### config.mk
export PLATFORM = sky130hd
export DESIGN_NAME = dp_alu
export DESIGN_NICKNAME = d
export VERILOG_FILES = /design/src/rtl/alu_pkg.sv /design/src/rtl/alu_adder.sv /design/src/rtl/alu_logic.sv /design/src/rtl/alu_flags.sv /design/src/rtl/dp_alu.sv
export SDC_FILE = /design/constraint.sdc
export NUM_CORES = 1
export LEC_CHECK = 0
export BUFFER_PORTS_ARGS = -buffer_cell sky130_fd_sc_hd__buf_2
export CAP_MARGIN = 20
export CORE_UTILIZATION = 35
export CTS_BUF_LIST = sky130_fd_sc_hd__clkbuf_16
export CTS_CLUSTER_DIAMETER = 120
export DETAILED_ROUTE_END_ITERATION = 10
export GPL_ROUTABILITY_DRIVEN = 0
export GPL_TIMING_DRIVEN = 0
export PLACE_DENSITY = 0.59
export SKIP_LAST_GASP = 1
export SLEW_MARGIN = 15
export SYNTH_ARGS = -nofsm -noshare
export SYNTH_HDL_FRONTEND = slang
export SYNTH_SLANG_ARGS = --single-unit
### constraint.sdc
create_clock -name clk -period 13.3 [get_ports clk]
set_clock_uncertainty 0.2 [all_clocks]
set_input_delay 2.66 -clock clk [delete_from_list [all_inputs] [get_ports clk]]
set_output_delay 2.66 -clock clk [all_outputs]
set_load 0.02 [all_outputs]
### src/rtl/alu_pkg.sv
package alu_pkg;

  typedef enum logic [3:0] {
    OP_AND = 4'd0,  OP_EOR = 4'd1,  OP_SUB = 4'd2,  OP_RSB = 4'd3,
    OP_ADD = 4'd4,  OP_ADC = 4'd5,  OP_SBC = 4'd6,  OP_RSC = 4'd7,
    OP_TST = 4'd8,  OP_TEQ = 4'd9,  OP_CMP = 4'd10, OP_CMN = 4'd11,
    OP_ORR = 4'd12, OP_MOV = 4'd13, OP_BIC = 4'd14, OP_MVN = 4'd15
  } alu_op_e;

  localparam int FLAG_N = 3;
  localparam int FLAG_Z = 2;
  localparam int FLAG_C = 1;
  localparam int FLAG_V = 0;

  function automatic logic op_is_compare(input logic [3:0] op);
    return op[3:2] == 2'b10;
  endfunction

  function automatic logic op_is_arith(input logic [3:0] op);
    return (op[3:2] == 2'b01) || (op[3:1] == 3'b001) || (op[3:1] == 3'b101);
  endfunction

endpackage

### src/rtl/alu_adder.sv
module alu_adder #(
  parameter int DATA_W = 32
) (
  input  logic [DATA_W-1:0] src,
  input  logic [DATA_W-1:0] modi,
  input  logic              cin,
  output logic [DATA_W-1:0] sum,
  output logic              cout,
  output logic              ovf
);
  localparam int MSB = DATA_W - 1;

  logic [DATA_W:0] wide;

  always_comb begin
    wide = {1'b0, src} + {1'b0, modi} + {{DATA_W{1'b0}}, cin};
    sum  = wide[MSB:0];
    cout = wide[DATA_W];
    ovf  = ~(src[MSB] ^ modi[MSB]) & (src[MSB] ^ wide[MSB]);
  end
endmodule

### src/rtl/alu_logic.sv
module alu_logic #(
  parameter int DATA_W = 32
) (
  input  logic [3:0]        op,
  input  logic [DATA_W-1:0] a,
  input  logic [DATA_W-1:0] b,
  output logic [DATA_W-1:0] y
);
  import alu_pkg::*;

  always_comb begin
    unique case (alu_op_e'(op))
      OP_AND, OP_TST: y = a & b;
      OP_EOR, OP_TEQ: y = a ^ b;
      OP_ORR:         y = a | b;
      OP_MOV:         y = b;
      OP_BIC:         y = a & ~b;
      OP_MVN:         y = ~b;
      default:        y = '0;
    endcase
  end
endmodule

### src/rtl/alu_flags.sv
module alu_flags #(
  parameter int DATA_W = 32
) (
  input  logic              clk,
  input  logic              rst_n,
  input  logic              en,
  input  logic              upd,
  input  logic              arith,
  input  logic [DATA_W-1:0] res,
  input  logic              add_c,
  input  logic              add_v,
  input  logic              shc,
  input  logic [3:0]        cur,
  output logic [3:0]        q
);
  import alu_pkg::*;

  logic [3:0] nxt;

  always_comb begin
    nxt = cur;
    if (upd) begin
      nxt[FLAG_N] = res[DATA_W-1];
      nxt[FLAG_Z] = (res == '0);
      nxt[FLAG_C] = arith ? add_c : shc;
      nxt[FLAG_V] = arith ? add_v : cur[FLAG_V];
    end
  end

  always_ff @(posedge clk or negedge rst_n) begin
    if (!rst_n) begin
      q <= 4'b0000;
    end else if (en) begin
      q <= nxt;
    end
  end

  AST_IDLE_HOLD: assert property (@(posedge clk) disable iff (!rst_n)
    !en |=> $stable(q));
  AST_LOGIC_KEEPS_V: assert property (@(posedge clk) disable iff (!rst_n)
    en && upd && !arith |=> q[FLAG_V] == $past(cur[FLAG_V]));
endmodule

### src/rtl/dp_alu.sv
module dp_alu #(
  parameter int DATA_W = 32
) (
  input  logic              clk,
  input  logic              rst_n,
  input  logic              exec_en,
  input  logic [3:0]        opcode,
  input  logic              set_flags,
  input  logic [DATA_W-1:0] rn_val,
  input  logic [DATA_W-1:0] shift_val,
  input  logic              shift_carry,
  input  logic [3:0]        flags_in,
  output logic [DATA_W-1:0] result,
  output logic              wr_en,
  output logic              illegal,
  output logic [3:0]        flags_out
);
  import alu_pkg::*;

  logic [DATA_W-1:0] add_src, add_mod, add_sum, log_y;
  logic              add_cin, add_cout, add_ovf;
  logic              is_cmp, is_ari, upd;

  assign is_cmp = op_is_compare(opcode);
  assign is_ari = op_is_arith(opcode);

  always_comb begin
    add_src = rn_val;
    add_mod = shift_val;
    add_cin = 1'b0;
    unique case (alu_op_e'(opcode))
      OP_SUB, OP_CMP: begin add_mod = ~shift_val; add_cin = 1'b1; end
      OP_RSB:         begin add_src = shift_val; add_mod = ~rn_val; add_cin = 1'b1; end
      OP_ADC:         add_cin = flags_in[FLAG_C];
      OP_SBC:         begin add_mod = ~shift_val; add_cin = flags_in[FLAG_C]; end
      OP_RSC:         begin add_src = shift_val; add_mod = ~rn_val; add_cin = flags_in[FLAG_C]; end
      default: ;
    endcase
  end

  alu_adder #(.DATA_W(DATA_W)) u_add (
    .src(add_src), .modi(add_mod), .cin(add_cin),
    .sum(add_sum), .cout(add_cout), .ovf(add_ovf)
  );

  alu_logic #(.DATA_W(DATA_W)) u_log (
    .op(opcode), .a(rn_val), .b(shift_val), .y(log_y)
  );

  always_comb begin
    result  = is_ari ? add_sum : log_y;
    wr_en   = exec_en & ~is_cmp;
    illegal = exec_en & is_cmp & ~set_flags;
    upd     = set_flags;
  end

  alu_flags #(.DATA_W(DATA_W)) u_flg (
    .clk(clk), .rst_n(rst_n), .en(exec_en), .upd(upd), .arith(is_ari),
    .res(result), .add_c(add_cout), .add_v(add_ovf), .shc(shift_carry),
    .cur(flags_in), .q(flags_out)
  );

  AST_CMP_NO_WRITE: assert property (@(posedge clk) disable iff (!rst_n)
    exec_en && opcode[3:2] == 2'b10 |-> !wr_en);
  AST_ILLEGAL_NO_WRITE: assert property (@(posedge clk) disable iff (!rst_n)
    illegal |-> !wr_en && opcode[3:2] == 2'b10);
  AST_NO_S_KEEPS: assert property (@(posedge clk) disable iff (!rst_n)
    exec_en && !set_flags |=> flags_out == $past(flags_in));
  AST_IDLE_QUIET: assert property (@(posedge clk) disable iff (!rst_n)
    !exec_en |-> !wr_en && !illegal);
endmodule

==> metrics <==
cts hold-fix bufs=0; Pins Over Slew Limit=0; grt ovf=0; # resized after CTS=0; post-synth top area share=14.9%; initial antenna violation count=0; status=complete, but fails checks; MaxCap Viol Count=0; Switching Power=about 250 uW; Bufs on Longest Clock Path=2; P_leak=between 2 and 3 nW; post-synthesis register bit count=4; Post-CTS Setup Bufs=0; FFs w/ async S/R, synth=100%; critical path data required time=about 10000 ps; via count=around 7000; crit path DAT=9690 ps; I/O Buffers=approximately 110; Most used DFF post-synth=dfrtp_1; Logic pwr share=a little under nine tenths; DRT antenna net count=0; Worst Tran Pin Value=1070 ps; period utilisation layout=a little over nine tenths; max FFs per register=4; Post-synth EDFFs=0; post-DR vias/cell=around 6.1; num ports=around 120; Relative slew margins=28.7%; Clock Power Share=10.7%; Yosys cell types=72; Critical Path, Cell by Cell=buf_2 > buf_2 > inv_1 > clkbuf_1 > buf_1 > and3_1 > clkbuf_1 > a211oi_1 > fa_1 > fa_1 > nand2b_1 > a211oi_1 > o21ai_0 > o31ai_1 > a221oi_1 > o31a_1 > o21ai_0 > xor2_1 > a221o_1 > buf_2; Initial DRT Pass Iterations=9; hold path cells=2; Biggest register=u_flg.q; Synth Cell Area=roughly 5300 sq um; pin count of the biggest net entering global routing=11; Cells after DPL=1172; first-pass GRT wire length=about 35000 microns; biggest cell delay along the critical path=710 ps; CP Max Fanout=10; die boundary width=125 microns; sequential cell area fraction in the yosys report=under 10%; Final min period=about 13000 ps; RSZ-0062 raised after global routing=no; vias in the first global route=6527; failing checks=DRC; Non-Filler Instances=between 1000 and 1500; Worst setup EP type=output pin; final wirelength=22100 microns; Skew-Pair Late Insertion Delay=between 200 and 250 ps; CORE AREA=~15000 sq um; hold crit path type=reg2reg; WS Path Type=in2out; slowest CP cell=clkbuf_1; DIE AREA=roughly 16000 sq um; 1st-iter DRT viols=605; drc violations=8; Post-Syn Instances=between 800 and 900; clock tree from TritonCTS=yes; n_diodes=0; Sequential Power Share=about 3.3%; Synth Area per Inst=6.06 sq um; Sw Share=between 50% and 60%; internal power=about 180 uW; die height=125 microns; nets=1135; Post-synth top cells=o21ai_0 (141), nand2_1 (111), inv_1 (79); area grow syn2layout=16.4%; Reg clk slew, reported paths=about 30 ps; final setup TNS=0 ps; Synth Warn #=0; num rows=between 40 and 50; Synth area leader=ha_1; Worst VDD drop=~80 uV; power per standard cell area=~70 nW/um^2; WL per Instance=between 15 and 20 microns; final hold vios=0; Min Hold Slack=about 320 ps; filler cell count=1649; Net Count, Synth=about 1000; CTS H-tree depth=1; Synth area leaders=ha_1 (15%), o21ai_0 (13%), nand2_1 (7.9%); most used cell, CP=buf_2; registers with the most flip-flops=u_flg.q (4); fraction of layout cells with a size suffix above 1=between 10 and 15%; DP HPWL=17300 microns; Initial Utilization=roughly 36%; R2R depth=3; CTS buffer count=3; Sink Count=4; overall routing resource usage=27.4%; most common cell in the synthesized netlist=o21ai_0; final setup violation count=0; root buf cell=clkbuf_16; FMAX=around 80 MHz; startpoint types=primary input
==> cell usage in the layout, fill, tap and decap left out, drive strengths merged, types with 7 or more instances in the layout <==
master,netlist,layout
o211ai,12,12
and3,7,7
nand4,14,14
a211oi,19,19
a31oi,11,11
ha,63,63
o22ai,9,9
xnor2,9,9
nor2,43,43
nand2,111,111
a22oi,20,20
buf,17,130
xor2,11,11
nor3,14,14
nor2b,10,10
o221ai,15,15
a21oi,75,75
inv,80,80
a21o,11,11
nand3,19,19
nand2b,7,7
o31ai,12,12
o21ai,142,142
clkbuf,48,51
==> final cells by class <==
cell class              instances  area [sq um]  area share (%)
plain buffers                  65           265            4.30
repair buffers                113           566            9.16
clock buffers                   3          75.1            1.22
inverters                      80           300            4.86
multi-input cells             726          4640            75.1
flip-flops and latches          4           100            1.62
well taps                     184           230            3.73
==> final timing paths <==
path | start | slack, ps | to
setup / recovery | opcode[0] | 750 | result[28]
hold / removal | u_flg.q[3] | 320 | u_flg.q[3]
setup reg to reg | u_flg.q[2] | 12170 | u_flg.q[2]
hold reg to reg | u_flg.q[3] | 320 | u_flg.q[3]
max in group asynchronous | rst_n | 10740 | u_flg.q[0]
min in group asynchronous | rst_n | 2040 | u_flg.q[3]
==> worst max-delay path, delay by kind of cell <==
family / cells / cell delay, ps
AOI/OAI and AO/OA: 8 / 2940
buffers and inverters: 7 / 2410
adders and majority gates: 2 / 990
and+or+nand+nor: 2 / 560
xor gates and xnor gates: 1 / 120
==> power by group through the flow <==
stage / registers, mW / logic [mW] / clock network [mW]
global placement: 0.0146 / 0.363 / 0
global route: 0.0147 / 0.409 / 0.0479
finish: 0.0145 / 0.373 / 0.0466
floorplan: 0.0166 / 0.249 / 0
CTS: 0.0145 / 0.367 / 0.0475
detailed placement: 0.0146 / 0.365 / 0
==> cells by family after synthesis <==
family                     synth area share, %
AOI/OAI and AO/OA                         43.5
and+or+nand+nor                           24.4
buffers and inverters                     10.7
adders and majority gates                 15.6
xor gates and xnor gates                  3.30
DFF                                       1.89
muxes                                    0.613
==> metrics by stage <==
stage	instance area [sq um]	worst slack (ps)	total power [mW]	util, %
2_1_floorplan	5300	3000	0.266	-
3_3_place_gp	6100	928	0.378	41.7
3_5_place_dp	6100	966	0.380	41.7
4_1_cts	6170	938	0.429	42.2
5_1_grt	6170	378	0.472	42.2
6_report	6170	750	0.434	42.2
==> layer usage <==
| metal | part of all wire [%] | vias up | track usage, % | wire length (microns) |
|---|---|---|---|---|
| met4 | 2.7 | 0 | 7.53 | 605 |
| met1 | 45 | 3267 | 38.0 | 9960 |
| met2 | 44 | 365 | 44.8 | 9700 |
| met5 | 0 | - | 0 | 0 |
| met3 | 8.3 | 47 | 2.87 | 1840 |
| li1 | - | 3457 | - | - |
(Power assumes the default switching activity.)
